**config.mk**
```make
export PLATFORM = sky130hd
export DESIGN_NAME = fetch_cycle_seq
export DESIGN_NICKNAME = d
export VERILOG_FILES = /design/src/rtl/fetch_seq_pkg.sv /design/src/rtl/fetch_phase_fsm.sv /design/src/rtl/fetch_strobe_gen.sv /design/src/rtl/fetch_refresh_ctr.sv /design/src/rtl/fetch_bus_path.sv /design/src/rtl/fetch_cycle_seq.sv
export SDC_FILE = /design/constraint.sdc
export NUM_CORES = 1
export LEC_CHECK = 0
export CAP_MARGIN = 30
export CORE_ASPECT_RATIO = 0.8
export CORE_MARGIN = 2
export CORE_UTILIZATION = 43
export CTS_BUF_LIST = sky130_fd_sc_hd__clkbuf_4 sky130_fd_sc_hd__clkbuf_8 sky130_fd_sc_hd__clkbuf_16
export DETAILED_ROUTE_END_ITERATION = 16
export PLACE_DENSITY = 0.82
export SLEW_MARGIN = 30
export SYNTH_ARGS = -nofsm -noshare
export SYNTH_HDL_FRONTEND = slang
export SYNTH_SLANG_ARGS = --single-unit
```
**constraint.sdc**
```tcl
create_clock -name clk -period 1.7 [get_ports clk]
set_clock_uncertainty 0.05 [all_clocks]
set_input_delay 0.17 -clock clk [delete_from_list [all_inputs] [get_ports clk]]
set_output_delay 0.17 -clock clk [all_outputs]
set_load 0.02 [all_outputs]
```
**src/rtl/fetch_seq_pkg.sv**
```systemverilog
package fetch_seq_pkg;
  typedef enum logic [2:0] {
    PH_IDLE = 3'd0,
    PH_T1   = 3'd1,
    PH_T2   = 3'd2,
    PH_T3   = 3'd3,
    PH_T4   = 3'd4
  } phase_t;
endpackage

```
**src/rtl/fetch_phase_fsm.sv**
```systemverilog
module fetch_phase_fsm
  import fetch_seq_pkg::*;
(
  input  logic   clk,
  input  logic   rst,
  input  logic   req_valid,
  output logic   req_ready,
  output logic   accept,
  output phase_t phase
);
  phase_t phase_d;

  assign req_ready = (phase == PH_IDLE) || (phase == PH_T4);
  assign accept    = req_valid && req_ready;

  always_comb begin
    phase_d = phase;
    unique case (phase)
      PH_IDLE: if (accept) phase_d = PH_T1;
      PH_T1:   phase_d = PH_T2;
      PH_T2:   phase_d = PH_T3;
      PH_T3:   phase_d = PH_T4;
      PH_T4:   phase_d = accept ? PH_T1 : PH_IDLE;
      default: phase_d = PH_IDLE;
    endcase
  end

  always_ff @(posedge clk) begin
    if (rst) phase <= PH_IDLE;
    else     phase <= phase_d;
  end
endmodule

```
**src/rtl/fetch_strobe_gen.sv**
```systemverilog
module fetch_strobe_gen
  import fetch_seq_pkg::*;
(
  input  logic   clk,
  input  logic   rst,
  input  phase_t phase,
  output logic   mreq_n,
  output logic   rd_n,
  output logic   rfsh_n
);
  logic read_win_q;
  logic rfsh_win_q;
  logic read_phase;
  logic read_act;

  assign read_phase = (phase == PH_T1) || (phase == PH_T2);

  // Half-cycle flops: they open windows on the falling edge.
  always_ff @(negedge clk) begin
    if (rst) begin
      read_win_q <= 1'b0;
      rfsh_win_q <= 1'b0;
    end else begin
      read_win_q <= read_phase;
      rfsh_win_q <= (phase == PH_T3);
    end
  end

  // Read window closes on the rising edge that leaves T2.
  assign read_act = read_win_q && read_phase;

  assign rd_n   = ~read_act;
  assign rfsh_n = ~rfsh_win_q;
  assign mreq_n = ~(read_act || rfsh_win_q);
endmodule

```
**src/rtl/fetch_refresh_ctr.sv**
```systemverilog
module fetch_refresh_ctr #(
  parameter int RF_W = 8
) (
  input  logic            clk,
  input  logic            rst,
  input  logic [RF_W-1:0] seed,
  input  logic            step,
  output logic [RF_W-1:0] count
);
  localparam int LOW_W = RF_W - 1;
  localparam logic [LOW_W-1:0] ONE = LOW_W'(1);

  always_ff @(posedge clk) begin
    if (rst)       count <= seed;
    else if (step) count <= {count[RF_W-1], count[LOW_W-1:0] + ONE};
  end
endmodule

```
**src/rtl/fetch_bus_path.sv**
```systemverilog
module fetch_bus_path
  import fetch_seq_pkg::*;
#(
  parameter int ADDR_W = 16,
  parameter int DATA_W = 8,
  parameter int RF_W   = 8
) (
  input  logic              clk,
  input  logic              rst,
  input  logic              accept,
  input  phase_t            phase,
  input  logic [ADDR_W-1:0] pc,
  input  logic [RF_W-1:0]   rfsh_count,
  input  logic [DATA_W-1:0] data_in,
  output logic [ADDR_W-1:0] addr,
  output logic [DATA_W-1:0] opcode,
  output logic              fetch_valid
);
  localparam int PAD_W = ADDR_W - RF_W;

  always_ff @(posedge clk) begin
    if (rst) begin
      addr        <= '0;
      opcode      <= '0;
      fetch_valid <= 1'b0;
    end else begin
      fetch_valid <= (phase == PH_T2);
      if (phase == PH_T2) begin
        opcode <= data_in;
        addr   <= {{PAD_W{1'b0}}, rfsh_count};
      end else if (accept) begin
        addr <= pc;
      end
    end
  end
endmodule

```
**src/rtl/fetch_cycle_seq.sv**
```systemverilog
module fetch_cycle_seq
  import fetch_seq_pkg::*;
#(
  parameter int ADDR_W = 16,
  parameter int DATA_W = 8,
  parameter int RF_W   = 8
) (
  input  logic              clk,
  input  logic              rst,
  input  logic              start_valid,
  output logic              start_ready,
  input  logic [ADDR_W-1:0] start_pc,
  input  logic [RF_W-1:0]   rfsh_seed,
  input  logic [DATA_W-1:0] data_in,
  output logic [ADDR_W-1:0] addr,
  output logic              mreq_n,
  output logic              rd_n,
  output logic              rfsh_n,
  output logic [DATA_W-1:0] opcode,
  output logic              fetch_valid
);
  phase_t          phase;
  logic            accept;
  logic [RF_W-1:0] rfsh_count;

  fetch_phase_fsm u_fsm (
    .clk(clk), .rst(rst), .req_valid(start_valid), .req_ready(start_ready),
    .accept(accept), .phase(phase)
  );

  fetch_strobe_gen u_strb (
    .clk(clk), .rst(rst), .phase(phase),
    .mreq_n(mreq_n), .rd_n(rd_n), .rfsh_n(rfsh_n)
  );

  fetch_refresh_ctr #(.RF_W(RF_W)) u_rctr (
    .clk(clk), .rst(rst), .seed(rfsh_seed),
    .step(phase == PH_T4), .count(rfsh_count)
  );

  fetch_bus_path #(.ADDR_W(ADDR_W), .DATA_W(DATA_W), .RF_W(RF_W)) u_path (
    .clk(clk), .rst(rst), .accept(accept), .phase(phase), .pc(start_pc),
    .rfsh_count(rfsh_count), .data_in(data_in), .addr(addr),
    .opcode(opcode), .fetch_valid(fetch_valid)
  );
endmodule

```
==> run metrics <==
worst-skew pair later-pin latency around 0.28 ns; CP Class flop to primary output; switching pwr roughly 0.74 mW; DRT antenna net count 0; hold endpoint u_path.opcode[7]; clock transition at the registers of the reported paths about 0.070 ns; xor and xnor area share after synthesis under 10%; vias between 1,000 and 1,500; CTS Buf Count 5; largest net degree at the start of global routing 35; Final nets 280; area leader, netlist dfxtp_1; Synth Area in Simple Gates a little over a fifth; syn avg cell area about 9.2 um^2; flop-to-flop setup slack about 0.030 ns; Sequential Power Share around 45%; Compound-Gate Fraction of Synth Area between 10% and 20%; routed len/inst 13.0 um; Post-synth ARST share 0%; YS warnings 0; RR Endpoint u_strb.read_win_q; pre-CTS WS -0.709 ns; Fin. Hold Viols 0; Post-Synthesis Net Count about 210; Seq/Total Area, Yosys about half; hold_sp data_in[7]; # rows 19; Int Pwr 1.72 mW; Comb pwr share slightly above 30%; Worst R2R Start u_fsm.phase[0]; Cells after Synth about 180; Hold WC Path Type input port to flop; worst slew pin tran 0.383 ns; initial drt markers 71; maximum VDD drop about 580 uV; post-synth top area share between 30% and 40%; Fillers around 290; Syn Std Cell Area between 1500 and 2000 um^2; Worst EP required ~1.5 ns; largest family of logic cells by synthesized area simple AND/OR/NAND/NOR gates; DRT Wirelength ~3700 um; number of buffers added for setup after CTS 0; post-layout util slightly below 70%; Final Wtd Congestion between 0.7 and 0.8; sw frac ~30%; clock root cell clkbuf_8; final setup violation count 3; worst hold path stage count 3; synth cell count leaders nand2_1 (46), dfxtp_1 (30), a21oi_1 (22); top post-synthesis cells by area dfxtp_1 (37%), edfxtp_1 (15%), nand2_1 (11%); gr ovfl total 0; Seq cells post-synth 38; core area 3540 um^2; deepest clock path buffer count 2; leakage power 0.881 nW; GRT Overall Usage about 18%; antenna violations before repair 0; final setup margin -0.630 ns; clock power share 24.5%; Initial Utilization between 40% and 50%; area added between synthesis and finish 46.7%; worst r2r path cells 3; die area around 4300 um^2; layout cell share with drive strength beyond 1 ~16%; Setup crit end kind primary output; DR pass1 iterations 6; number of global-route vias before repair ~1,300; antenna diode count 0; Port-buffer cells 63; top-count cell post-synth nand2_1; synth unique cells 29; startpoint class of the critical path flop; # IOs 64; Max H-tree Level 2; TritonCTS clock tree yes; vias per inst about 5.0; clock sink count 38; pwr dens between 1000 and 1500 nW/um^2; Register Area 846 um^2; Slew Viols, Final 0; area of the multi-input gates roughly 700 um^2; Die Span Y just under 60 um; Main synth FF type dfxtp_1; drt drc 0; die width 72.8 um; relative slew slack 74.5%; Synth Area in Adders less than 1%; run status complete, but fails checks; multiplexer area fraction after synthesis less than 1%; CP max FO 2; unrepaired setup endpoints after global routing true; DP HPWL between 2000 and 3000 um; failing checks negative setup slack; Critical Path AT roughly 2.1 ns; max_cap viols 0; global-route wire length before repair roughly 6000 um; Post-synth EDFFs 8
-- final cells by class --
class / instances / area share [%]
clock buffers: 6 / 3.19
well taps: 42 / 2.20
clock inverters: 4 / 0.628
multi-input cells: 123 / 28.6
repair buffers: 72 / 29.7
inverters: 2 / 0.314
flip-flops and latches: 38 / 35.4
-- through the flow --
stage	hold slack, ns	cell area [um^2]	instances	setup TNS, ns	total power, mW
after floorplan	0.232	1650	178	-0.311	1.58
after global routing	0.396	2390	287	-1.46	2.59
after CTS	0.384	2380	287	-1.35	2.47
final	0.387	2390	287	-1.32	2.47
after global placement	0.390	2290	278	-2.23	1.87
after detailed placement	0.403	2290	278	-2.51	1.89
-- cell usage in the layout (no fill, tap or decap), types with 2 or more instances in the layout --
cell type / synthesis / routed
a211oi_1: 6 / 6
a211oi_2: 2 / 2
a21oi_1: 22 / 22
a21oi_2: 3 / 3
a31oi_1: 2 / 2
buf_4: 3 / 7
buf_6: 5 / 3
clkbuf_8: 0 / 5
clkdlybuf4s50_1: 0 / 59
dfxtp_1: 30 / 26
dfxtp_2: 0 / 4
edfxtp_1: 8 / 8
inv_1: 3 / 3
inv_2: 0 / 2
nand2_1: 46 / 46
nand3_1: 2 / 2
nor2_1: 12 / 12
nor3_1: 4 / 3
nor3b_4: 2 / 2
o21ai_0: 6 / 6
or3_1: 2 / 2
or3b_1: 3 / 2
xor2_1: 2 / 2
-- worst max path at each step --
stage                           start      to  slack (ns)  depth (start not counted)
floorplan           u_strb.read_win_q  mreq_n       -0.26                          2
finish              u_strb.read_win_q  mreq_n       -0.63                          3
detailed placement  u_strb.read_win_q  mreq_n       -0.71                          3
CTS                 u_strb.read_win_q  mreq_n       -0.64                          3
global route        u_strb.read_win_q  mreq_n       -0.69                          3
global placement    u_strb.read_win_q  mreq_n       -0.69                          3
-- state kept, by name, summed over array words and instances, names as in the netlist --
signal	cells
u_fsm.phase	3
u_rctr.count	8
u_path.addr	16
u_path.fetch_valid	1
u_strb.read_win_q	1
u_path.opcode	8
u_strb.rfsh_win_q	1
-- repair_timing --
item	in CTS	in global routing
gates resized for setup	19	6
hold buffers	0	0
setup endpoints to repair	5	10
pin swaps	1	0
-- power by group through the flow --
stage	combinational [mW]	clock, mW	sequential (mW)
3_3_place_gp	0.750	0.0111	1.11
5_1_grt	0.819	0.658	1.11
4_1_cts	0.760	0.612	1.10
6_report	0.760	0.604	1.10
3_5_place_dp	0.763	0.0111	1.12
2_1_floorplan	0.379	0.0111	1.19
-- worst max-delay path, cell delays in order, from the launching register on --
cell     delay [ns]
dfxtp_2        0.30
or3b_4         0.36
and2_4         0.15
buf_6          0.12
-- cell families (layout without fill, tap and decap cells) --
family	count (synthesis)	count (layout)
AO/OA/AOI/OAI	42	42
buffers and inverters	17	84
flip-flops	38	38
adder cells (fa/ha/maj)	1	1
multiplexers	1	1
XOR/XNOR	4	4
AND/OR/NAND/NOR	75	75
-- per-layer routing --
| layer | global-route usage (%) | share of wire [%] | vias to the layer above | wire length [um] |
|---|---|---|---|---|
| met5 | 0 | 0 | - | 0 |
| met4 | 6.35 | 0.97 | 0 | 36 |
| met3 | 4.93 | 5.7 | 2 | 212 |
| met2 | 30.8 | 47 | 50 | 1760 |
| met1 | 22.6 | 46 | 654 | 1710 |
| li1 | - | - | 727 | - |
(Power assumes the default switching activity.)
